==> src/rtl/smi_agg_pkg.sv <==
package smi_agg_pkg;

    localparam int DW = 8;
    localparam int AW = 8;

    localparam logic [DW-1:0] STS1_MASK  = 8'h9E;
    localparam logic [DW-1:0] STS2_MASK  = 8'h17;
    localparam logic [DW-1:0] EN1_MASK   = 8'h9E;
    localparam logic [DW-1:0] EN2_MASK   = 8'h07;
    localparam logic [DW-1:0] CTRL_MASK  = 8'h50;
    localparam logic [DW-1:0] PMUX_MASK  = 8'h0A;
    localparam logic [DW-1:0] PMUX_RESET = 8'h02;

    localparam int IR_BIT        = 2;
    localparam int P12_BIT       = 4;
    localparam int CTRL_P12_BIT  = 4;
    localparam int CTRL_SIRQ_BIT = 6;

    typedef struct packed {
        logic par;
        logic uart2;
        logic uart1;
        logic fdc;
        logic wdt;
        logic mouse;
        logic kbd;
        logic p12;
    } src_t;

    function automatic logic [DW-1:0] pack_sts1(input src_t s);
        logic [DW-1:0] r;
        r    = '0;
        r[1] = s.par;
        r[2] = s.uart2;
        r[3] = s.uart1;
        r[4] = s.fdc;
        r[7] = s.wdt;
        return r;
    endfunction

    function automatic logic [DW-1:0] pack_sts2_level(input src_t s);
        logic [DW-1:0] r;
        r          = '0;
        r[0]       = s.mouse;
        r[1]       = s.kbd;
        r[P12_BIT] = s.p12;
        return r;
    endfunction

endpackage

==> src/rtl/smi_agg_sync.sv <==
module smi_agg_sync #(
    parameter int STAGES = 2
) (
    input  logic clk,
    input  logic rst,
    input  logic d,
    output logic q
);
    logic [STAGES-1:0] chain;

    generate
        if (STAGES == 1) begin : g_one
            always_ff @(posedge clk) begin
                if (rst) chain <= '0;
                else     chain <= d;
            end
        end else begin : g_many
            always_ff @(posedge clk) begin
                if (rst) chain <= '0;
                else     chain <= {chain[STAGES-2:0], d};
            end
        end
    endgenerate

    assign q = chain[STAGES-1];
endmodule

==> src/rtl/smi_agg_status.sv <==
module smi_agg_status
    import smi_agg_pkg::*;
(
    input  logic          clk,
    input  logic          rst,
    input  src_t          src,
    input  logic          ir_s,
    input  logic          rd_clr,
    output logic [DW-1:0] sts1,
    output logic [DW-1:0] sts2
);
    logic [DW-1:0] sts1_q;
    logic [DW-1:0] lvl2_q;
    logic          ir_prev;
    logic          ir_flag;
    logic          ir_edge;

    assign ir_edge = ir_s ^ ir_prev;

    always_ff @(posedge clk) begin
        if (rst) begin
            sts1_q  <= '0;
            lvl2_q  <= '0;
            ir_prev <= 1'b0;
            ir_flag <= 1'b0;
        end else begin
            sts1_q  <= pack_sts1(src);
            lvl2_q  <= pack_sts2_level(src);
            ir_prev <= ir_s;
            if (ir_edge)     ir_flag <= 1'b1;
            else if (rd_clr) ir_flag <= 1'b0;
        end
    end

    always_comb begin
        sts1         = sts1_q & STS1_MASK;
        sts2         = lvl2_q & STS2_MASK;
        sts2[IR_BIT] = ir_flag;
    end

    a_r5_ir_set: assert property (@(posedge clk) disable iff (rst)
        ir_edge |=> sts2[IR_BIT]);
    a_r6_ir_clear: assert property (@(posedge clk) disable iff (rst)
        (rd_clr && !ir_edge) |=> !sts2[IR_BIT]);
    a_r7_edge_wins: assert property (@(posedge clk) disable iff (rst)
        (rd_clr && ir_edge) |=> sts2[IR_BIT]);
    a_r2_wdt_level: assert property (@(posedge clk) disable iff (rst)
        src.wdt |=> sts1[7]);
    a_r3_kbd_level: assert property (@(posedge clk) disable iff (rst)
        src.kbd |=> sts2[1]);
endmodule

==> src/rtl/smi_agg_regs.sv <==
module smi_agg_regs
    import smi_agg_pkg::*;
#(
    parameter logic [AW-1:0] A_CTRL  = 8'hB2,
    parameter logic [AW-1:0] A_EN1   = 8'hB4,
    parameter logic [AW-1:0] A_EN2   = 8'hB5,
    parameter logic [AW-1:0] A_PMUX  = 8'hC0,
    parameter logic [AW-1:0] A_FORCE = 8'hC1
) (
    input  logic          clk,
    input  logic          rst,
    input  logic [AW-1:0] addr,
    input  logic          wr_en,
    input  logic [DW-1:0] wr_data,
    output logic [DW-1:0] en1,
    output logic [DW-1:0] en2,
    output logic [DW-1:0] ctrl,
    output logic [DW-1:0] pmux,
    output logic          force_q
);
    always_ff @(posedge clk) begin
        if (rst) begin
            en1     <= '0;
            en2     <= '0;
            ctrl    <= '0;
            pmux    <= PMUX_RESET;
            force_q <= 1'b0;
        end else if (wr_en) begin
            if (addr == A_EN1)  en1  <= wr_data & EN1_MASK;
            if (addr == A_EN2)  en2  <= wr_data & EN2_MASK;
            if (addr == A_CTRL) ctrl <= wr_data & CTRL_MASK;
            if (addr == A_PMUX) pmux <= wr_data & PMUX_MASK;
            if (addr == A_FORCE && wr_data[0]) force_q <= 1'b1;
        end
    end

    a_r11_force_sticky: assert property (@(posedge clk) disable iff (rst)
        force_q |=> force_q);
    a_r11_force_set: assert property (@(posedge clk) disable iff (rst)
        (wr_en && addr == A_FORCE && wr_data[0]) |=> force_q);
endmodule

==> src/rtl/smi_agg.sv <==
module smi_agg
    import smi_agg_pkg::*;
#(
    parameter int            SYNC_STAGES = 2,
    parameter logic [AW-1:0] A_CTRL      = 8'hB2,
    parameter logic [AW-1:0] A_EN1       = 8'hB4,
    parameter logic [AW-1:0] A_EN2       = 8'hB5,
    parameter logic [AW-1:0] A_STS1      = 8'hB6,
    parameter logic [AW-1:0] A_STS2      = 8'hB7,
    parameter logic [AW-1:0] A_PMUX      = 8'hC0,
    parameter logic [AW-1:0] A_FORCE     = 8'hC1
) (
    input  logic       clk,
    input  logic       rst,
    input  logic [7:0] addr,
    input  logic       wr_en,
    input  logic [7:0] wr_data,
    input  logic       rd_en,
    output logic [7:0] rd_data,
    input  logic       src_par,
    input  logic       src_uart2,
    input  logic       src_uart1,
    input  logic       src_fdc,
    input  logic       src_wdt,
    input  logic       src_mouse,
    input  logic       src_kbd,
    input  logic       src_p12,
    input  logic       ir_rx,
    output logic       smi_n,
    output logic       sirq_smi,
    output logic       dma3_sel,
    output logic       kbc_sel,
    output logic       force_chg
);
    src_t          src;
    logic          ir_s;
    logic          rd_clr;
    logic [DW-1:0] sts1, sts2, en1, en2, ctrl, pmux;
    logic          smi_hit;

    assign src = '{par: src_par, uart2: src_uart2, uart1: src_uart1,
                   fdc: src_fdc, wdt: src_wdt, mouse: src_mouse,
                   kbd: src_kbd, p12: src_p12};

    assign rd_clr = rd_en && (addr == A_STS2);

    smi_agg_sync #(.STAGES(SYNC_STAGES)) u_sync (
        .clk(clk), .rst(rst), .d(ir_rx), .q(ir_s)
    );

    smi_agg_status u_status (
        .clk(clk), .rst(rst), .src(src), .ir_s(ir_s),
        .rd_clr(rd_clr), .sts1(sts1), .sts2(sts2)
    );

    smi_agg_regs #(
        .A_CTRL(A_CTRL), .A_EN1(A_EN1), .A_EN2(A_EN2),
        .A_PMUX(A_PMUX), .A_FORCE(A_FORCE)
    ) u_regs (
        .clk(clk), .rst(rst), .addr(addr), .wr_en(wr_en),
        .wr_data(wr_data), .en1(en1), .en2(en2), .ctrl(ctrl),
        .pmux(pmux), .force_q(force_chg)
    );

    always_comb begin
        smi_hit = (|(sts1 & en1))
                | (|(sts2 & en2))
                | (sts2[P12_BIT] & ctrl[CTRL_P12_BIT]);
    end

    assign smi_n    = ~smi_hit;
    assign sirq_smi = smi_hit & ctrl[CTRL_SIRQ_BIT];
    assign dma3_sel = pmux[1];
    assign kbc_sel  = pmux[3];

    always_comb begin
        rd_data = '0;
        if (rd_en) begin
            case (addr)
                A_CTRL:  rd_data = ctrl;
                A_EN1:   rd_data = en1;
                A_EN2:   rd_data = en2;
                A_STS1:  rd_data = sts1;
                A_STS2:  rd_data = sts2;
                A_PMUX:  rd_data = pmux;
                A_FORCE: rd_data = {7'd0, force_chg};
                default: rd_data = '0;
            endcase
        end
    end

    a_r10_sirq_needs_smi: assert property (@(posedge clk) disable iff (rst)
        sirq_smi |-> !smi_n);
    a_r9_p12_routed: assert property (@(posedge clk) disable iff (rst)
        (sts2[P12_BIT] && ctrl[CTRL_P12_BIT]) |-> !smi_n);
    a_r13_idle_read: assert property (@(posedge clk) disable iff (rst)
        !rd_en |-> (rd_data == 8'h00));
endmodule

==> config.mk <==
export PLATFORM = sky130hd
export DESIGN_NAME = smi_agg
export DESIGN_NICKNAME = d
export VERILOG_FILES = /design/src/rtl/smi_agg_pkg.sv /design/src/rtl/smi_agg_sync.sv /design/src/rtl/smi_agg_status.sv /design/src/rtl/smi_agg_regs.sv /design/src/rtl/smi_agg.sv
export SDC_FILE = /design/constraint.sdc
export NUM_CORES = 1
export LEC_CHECK = 0
export CAP_MARGIN = 20
export CORE_ASPECT_RATIO = 0.7
export CORE_MARGIN = 2
export CORE_UTILIZATION = 40
export CTS_CLUSTER_DIAMETER = 40
export DETAILED_ROUTE_END_ITERATION = 6
export GPL_ROUTABILITY_DRIVEN = 0
export GPL_TIMING_DRIVEN = 0
export HOLD_SLACK_MARGIN = 0.06
export PLACE_DENSITY_LB_ADDON = 0.3
export SYNTH_ARGS = -nofsm -noshare
export SYNTH_HDL_FRONTEND = slang
export SYNTH_SLANG_ARGS = --single-unit
==> constraint.sdc <==
create_clock -name clk -period 2.53 [get_ports clk]
set_input_delay 0.759 -clock clk [delete_from_list [all_inputs] [get_ports clk]]
set_output_delay 0.759 -clock clk [all_outputs]
set_load 0.01 [all_outputs]
==> results.tsv, run 1 <==
stage	metric	value	unit
timing	hold slack	441	ps
floorplan	Initial Util	42.4	%
place	Placed Area	0.00165	mm²
grt	largest net degree at the start of global routing	14	
final_layout	Antenna Cells	0	
timing	final hold viol count	0	
final_layout	Area Overhead vs Synth	58.3	%
routing	vias post-DR	1252	
clock_network	clock buffer depth	2	
hold_path	worst hold start	u_sync.chain[0]$_SDFF_PP0_	
routing	DRT antenna net count	0	
timing	Tightest Pin Transition	558	ps
worst_setup_path	Required @ worst endpoint	1770	ps
final_layout	Layout Cells excl Fill	219	
hold_path	WHS Endpoint	u_sync.chain[1]$_SDFF_PP0_	
hold_path	worst hold path type	reg -> reg	
outcome	failing checks	setup timing	
hold_path	hold depth	1	
final_layout	fraction of layout instances using a drive strength above 1	33.3	%
floorplan	Die Y	49.6	µm
pwr	Leakage	0.798	nW
logic_synthesis	Syn Nets	154	
place	hpwl dp	2460	µm
logic_synthesis	register area share after synthesis	42.1	%
clock_network	clk slew on worst S/H paths	80	ps
timing	setup violators final	7	
floorplan	die width	69.2	µm
grt	first-pass GRT wire length	5800	µm
routing	First DRT Iteration DRCs	94	
pwr	Psw	0.178	mW
timing	Final WS setup	-354	ps
worst_setup_path	arrival time at the worst endpoint	2130	ps
worst_setup_path	R2R Path Start	u_status.ir_flag$_SDFFE_PP0P_	
worst_setup_path	Critical Path Fanout Max	3	
clock_network	H-tree lvl count	1	
grt	antenna violations before repair	0	
logic_synthesis	Post-Synthesis Cell Area	0.00119	mm²
worst_setup_path	Reg2Reg Setup Slack	1740	ps
timing	Setup Skew	2.06	ps
outcome	status	complete, but fails checks	
worst_setup_path	crit path launch	addr[5]	
timing	Slew Limit Fails	0	
routing	vias per cell	5.72	
place	Setup WS pre-CTS	-1210	ps
grt	vias in the first global route	1185	
pwr	Pwr Density	408	mW/mm²
final_layout	fin area	0.00188	mm²
routing	post-DR wirelength/cell	16.8	µm
routing	WL final	3680	µm
floorplan	die area	0.00343	mm²
worst_setup_path	r2r endpoint	u_status.ir_flag$_SDFFE_PP0P_	
logic_synthesis	cell count after synthesis	125	
clock_network	clk sinks	25	
pwr	Logic pwr share	16.2	%
clock_network	Clk Tree Root Cell	clkbuf_8	
pwr	Seq pwr share	53.3	%
routing	router iterations before antenna repair	5	
place	Post-Place Cells	200	
run	max_cap viols	0	
pwr	clock network fraction of design power	30.5	%
timing	f_max	0.347	GHz
final_layout	nets	213	
routing	# DRC	0	
final_layout	register area	500	µm²
worst_setup_path	R2R cell count	2	
floorplan	Rows	16	
clock_network	TritonCTS clock tree	done	
worst_setup_path	CP Class	in -> out	
clock_network	cts bufs inserted	3	
place	IO Port Bufs	39	
final_layout	Multi-input gate area	758	µm²
timing	Final min period	2880	ps
worst_setup_path	Worst setup EP type	output pin	
pwr	Pint	0.589	mW
logic_synthesis	Avg Cell Area, Syn	9.51	µm²
timing	Rel. slew slack	62.5	%
grt	GRT Total Usage	21.7	%
worst_setup_path	CP Launch Type	input pin	
timing	RSZ-0062 raised after global routing	yes	
timing	Final period util	114	%
pwr	maximum vdd ir drop	0.322	mV
floorplan	core area	0.00280	mm²
pwr	switching share of power	23.2	%
logic_synthesis	synth unique cells	39	
grt	GR Overflow Total	0	
logic_synthesis	YS warnings	0	
logic_synthesis	Synth Register Bits	25	
final_layout	Filler Cell Count	221	
clock_network	worst skew pair latency	270	ps
floorplan	io pins	42	
==> layer usage <==
metal  wire, µm  part of all wire, %  up-vias  track usage, %
met4         88                  2.4        0            4.90
li1           -                    -      568               -
met2       1790                   49       78            36.4
met1       1430                   39      592            28.2
met5          0                    0        -               0
met3        372                   10       14            5.73
==> power by group through the flow <==
stage	Sequential (mW)	Clock [mW]	Combinational, mW
global placement	0.418	0	0.0943
floorplan	0.416	0	0.0377
global route	0.410	0.257	0.131
detailed placement	0.418	0	0.0973
finish	0.409	0.234	0.124
CTS	0.409	0.235	0.116
==> repair_timing <==
item                                    in CTS  in global routing
buffers inserted                            10                  6
pin swaps                                    7                 11
endpoints found under the setup margin       9                  8
gates resized for setup                     89                  8
hold buffers                                 0                  0
==> per-stage QoR <==
step | power (mW) | utilization (%) | TNS, ps
2_1_floorplan | 0.454 | - | -360
3_3_place_gp | 0.512 | 59.0 | -9280
3_5_place_dp | 0.515 | 59.0 | -9850
4_1_cts | 0.760 | 65.0 | -1780
5_1_grt | 0.799 | 67.1 | -1980
6_report | 0.767 | 67.1 | -1680
==> logic make-up (layout without fill, tap and decap cells) <==
logic type / count (synthesis) / in the layout / synth area share (%)
AO/OA/AOI/OAI: 15 / 15 / 8.95
XOR/XNOR: 1 / 1 / 0.737
buffers and inverters: 10 / 68 / 3.58
flip-flops: 25 / 25 / 42.1
multiplexers: 16 / 16 / 15.8
other: 1 / 1 / 0.315
AND/OR/NAND/NOR: 57 / 57 / 28.5
==> synthesized netlist by cell type <==
cell	number	share of area [%]
nor4_1	1	0.53
and3_1	1	0.53
o21ai_1	1	0.42
a221oi_1	1	0.74
a21oi_1	4	1.7
xnor2_1	1	0.74
o211a_1	1	0.84
buf_4	1	0.63
clkbuf_1	5	1.6
or4_1	1	0.63
mux4_2	2	3.8
mux2_2	2	1.9
a21bo_2	1	0.84
nand4b_1	1	0.74
conb_1	1	0.32
or4_4	1	0.95
nor4_2	1	1.1
nor2_1	14	4.4
a22oi_1	3	1.9
and2_2	1	0.63
a31oi_1	1	0.53
nor2b_1	14	7.4
nand4_1	3	1.6
nand2_1	4	1.3
or4b_4	1	1.2
nand2b_1	2	1.1
nor3b_1	2	1.3
nor3_2	1	0.84
nor4bb_1	1	0.84
nand3_1	3	1.3
nor3_1	4	1.7
and4_1	1	0.74
dfxtp_1	25	42
mux2i_1	12	10
a32oi_1	1	0.74
buf_2	1	0.42
o21ai_0	1	0.42
a222oi_1	1	0.84
inv_1	3	0.95
==> worst max-delay path by stage <==
stage / slack (ps) / endpoint / depth (start not counted)
after floorplan: -100 / rd_data[7] / 4
after global placement: -1170 / rd_data[7] / 6
after detailed placement: -1210 / rd_data[7] / 6
after CTS: -420 / rd_data[3] / 7
after global routing: -410 / rd_data[3] / 7
final: -350 / rd_data[3] / 7
==> critical path, stage by stage <==
cell	delay (ps)
buf_8	100
or4b_4	560
nor3_4	170
buf_6	140
a22oi_2	70
nor3b_2	180
buf_2	150
==> sequential cells by signal, summed over array words and instances (netlist names), 2 cells and up <==
| name | cells |
|---|---|
| u_regs.ctrl | 2 |
| u_regs.en1 | 5 |
| u_regs.en2 | 3 |
| u_regs.pmux | 2 |
| u_status.lvl2_q | 3 |
| u_status.sts1_q | 5 |
| u_sync.chain | 2 |
==> final cells by class <==
class / instances / area share [%]
repair buffers: 55 / 25.4
inverters: 3 / 0.598
well taps: 36 / 2.39
multi-input cells: 90 / 40.3
clock buffers: 4 / 2.39
flip-flops and latches: 25 / 26.6
plain buffers: 6 / 2.33
==> placed cells by master, fill, tap and decap left out, types with 2 or more instances in the layout <==
| cell | synthesis | layout |
|---|---|---|
| clkdlybuf4s50_1 | 0 | 22 |
| a21oi_1 | 4 | 3 |
| nor3_4 | 0 | 2 |
| nor2_1 | 14 | 12 |
| inv_1 | 3 | 3 |
| nand3_1 | 3 | 3 |
| a22oi_1 | 3 | 2 |
| clkbuf_8 | 0 | 4 |
| buf_8 | 0 | 2 |
| buf_4 | 1 | 15 |
| clkbuf_1 | 5 | 4 |
| mux2i_1 | 12 | 12 |
| dfxtp_1 | 25 | 25 |
| buf_6 | 0 | 4 |
| mux2_2 | 2 | 2 |
| nor2b_1 | 14 | 14 |
| nand4_1 | 3 | 3 |
| buf_2 | 1 | 11 |
| nand2_1 | 4 | 4 |
| nor3_1 | 4 | 3 |
| mux4_2 | 2 | 2 |
No activity file was read; power rests on OpenSTA's default activity.
==> inputs of run 2 (changes only) <==
==> constraint.sdc (replaced) <==
create_clock -name clk -period 2.53 [get_ports clk]
set_input_delay 0.759 -clock clk [delete_from_list [all_inputs] [get_ports clk]]
set_output_delay 0.759 -clock clk [all_outputs]
set_load 0.1 [all_outputs]
==> results.tsv, run 2 (same netlist as run 1, synthesis figures left out) <==
stage	metric	value	unit	change
outcome	status	complete, but fails checks		
outcome	failing checks	setup timing		
pwr	post-route total power	0.781	mW	+1.8%
pwr	Pint	0.591	mW	+0.37%
routing	post-DR wirelength/cell	17.1	µm	+1.8%
grt	antenna violations before repair	0		unchanged
worst_setup_path	CP max stage delay	540	ps	-20 ps
timing	Final min period	3040	ps	+157 ps
final_layout	nets	213		unchanged
final_layout	commonest non-fill, non-tap cell in the layout	dfxtp_1		
floorplan	die area	0.00343	mm²	unchanged
pwr	switching share of power	24.3	%	+1.0 points
timing	final hold viol count	0		unchanged
timing	Rel. slew slack	35.7	%	-27 points
clock_network	TritonCTS clock tree	done		
pwr	Pwr Density	379	mW/mm²	-6.9%
place	IO Port Bufs	39		unchanged
place	hpwl dp	2380	µm	-3.3%
pwr	maximum vdd ir drop	0.309	mV	-4.2%
worst_setup_path	Critical Path Fanout Max	4		+1
final_layout	Antenna Cells	0		unchanged
timing	RSZ-0062 raised after global routing	yes		
routing	router iterations before antenna repair	4		-1
final_layout	fin area	0.00206	mm²	+9.3%
pwr	Leakage	0.858	nW	+7.5%
floorplan	core area	0.00280	mm²	unchanged
timing	Final period util	120	%	+6.2 points
worst_setup_path	Crit-path slowest cell	or4b_4		
grt	first-pass GRT wire length	5760	µm	-0.60%
final_layout	most frequent cells in the layout	dfxtp_1, clkdlybuf4s50_1, buf_4		
place	Setup WS pre-CTS	-1830	ps	-617 ps
floorplan	io pins	42		unchanged
grt	GRT Total Usage	21.6	%	-0.088 points
timing	f_max	0.329	GHz	-5.2%
final_layout	Area Overhead vs Synth	73.1	%	
clock_network	Clk Tree Root Cell	clkbuf_8		
timing	Setup TNS Final	-2510	ps	-831 ps
timing	Tightest Pin Transition	963	ps	+405 ps
clock_network	clock buffer depth	2		unchanged
place	Placed Area	0.00171	mm²	+3.4%
pwr	Logic pwr share	17.5	%	+1.3 points
routing	vias post-DR	1221		-2.5%
worst_setup_path	family with the most delay on the worst path	simple AND/OR/NAND/NOR gates		
worst_setup_path	Worst setup EP type	output pin		
floorplan	Initial Util	42.4	%	unchanged
hold_path	worst hold path type	reg -> reg		
clock_network	H-tree lvl count	1		unchanged
timing	Setup Skew	0.649	ps	-1.41 ps
routing	First DRT Iteration DRCs	124		+32%
routing	DRT antenna net count	0		unchanged
timing	Slew Limit Fails	0		unchanged
worst_setup_path	arrival time at the worst endpoint	2280	ps	+150 ps
grt	largest net degree at the start of global routing	15		+1
grt	vias in the first global route	1210		+2.1%
worst_setup_path	worst-path cell chain	buf_12, or4b_4, nor3_4, o21ai_4, nor4_4, buf_6		
worst_setup_path	Required @ worst endpoint	1770	ps	about the same
worst_setup_path	CP Launch Type	input pin		
pwr	Psw	0.189	mW	+6.3%
final_layout	Largest regs	u_regs.en1 (5), u_status.sts1_q (5)		
pwr	Seq pwr share	52.6	%	-0.7 points
final_layout	fraction of layout instances using a drive strength above 1	37.7	%	+4.4 points
clock_network	worst skew pair latency	270	ps	about the same
worst_setup_path	CP Class	in -> out		
timing	setup violators final	7		unchanged
timing	Final WS setup	-511	ps	-157 ps
run	max_cap viols	0		unchanged
routing	# DRC	0		unchanged
routing	vias per cell	5.58		-2.5%
floorplan	die width	69.2	µm	unchanged
clock_network	clk sinks	25		unchanged
worst_setup_path	CP bufs+invs	2		-1
routing	WL final	3750	µm	+1.8%
clock_network	clk slew on worst S/H paths	80	ps	about the same
pwr	clock network fraction of design power	30.0	%	-0.5 points
timing	hold slack	443	ps	+1.90 ps
floorplan	Rows	16		unchanged
floorplan	Die Y	49.6	µm	unchanged
clock_network	cts bufs inserted	3		unchanged
grt	GR Overflow Total	0		unchanged
run 2: final timing paths:
check / startpoint / end / slack [ps] / cells past startpoint
setup / recovery: addr[2] / rd_data[7] / -510 / 6
hold / removal: u_sync.chain[0]$_SDFF_PP0_ / u_sync.chain[1]$_SDFF_PP0_ / 440 / 1
setup reg to reg: u_status.ir_flag$_SDFFE_PP0P_ / u_status.ir_flag$_SDFFE_PP0P_ / 1750 / 2
hold reg to reg: u_sync.chain[0]$_SDFF_PP0_ / u_sync.chain[1]$_SDFF_PP0_ / 440 / 1
run 2: per-layer routing:
layer  vias up  track usage, %  wire length [µm]
met4         0            6.21                81
met1       593            26.5              1570
li1        571               -                 -
met5         -               0                 0
met2        47            36.7              1810
met3        10            6.75               289
run 2: power groups by stage:
stage	combinational [mW]	clock, mW	sequential, mW
after floorplan	0.0455	0	0.417
after global placement	0.103	0	0.419
after detailed placement	0.105	0	0.419
after CTS	0.127	0.235	0.410
after global routing	0.145	0.255	0.411
final	0.136	0.234	0.410
run 2: layout make-up:
cell class	instances	area [µm²]
multi-input cells	90	807
fillers	197	746
repair buffers	55	602
flip-flops and latches	25	502
well taps	36	45.0
plain buffers	6	43.8
clock buffers	3	41.3
inverters	3	11.3
clock inverters	1	5.00
run 2: repair_timing:
action | CTS | global route
endpoints found under the setup margin | 11 | 10
hold buffers | 0 | 0
gates resized for setup | 135 | 15
setup buffers | 12 | 4
hold endpoints to repair | 0 | 0
gates cloned | 0 | 0
pin swaps | 9 | 8
run 2: per-stage QoR:
step	instances	util [%]
floorplan	125	-
global placement	200	61.0
finish	219	73.4
CTS	215	70.1
global route	219	73.4
detailed placement	200	61.0
==> inputs of run 3 (changes only) <==
==> constraint.sdc (replaced) <==
create_clock -name clk -period 2.53 [get_ports clk]
set_input_delay 0.759 -clock clk [delete_from_list [all_inputs] [get_ports clk]]
set_output_delay 0.759 -clock clk [all_outputs]
set_load 0.01 [all_outputs]
==> results of run 3 <==
The final DEF is identical to that of run 1; final timing and power are the same.
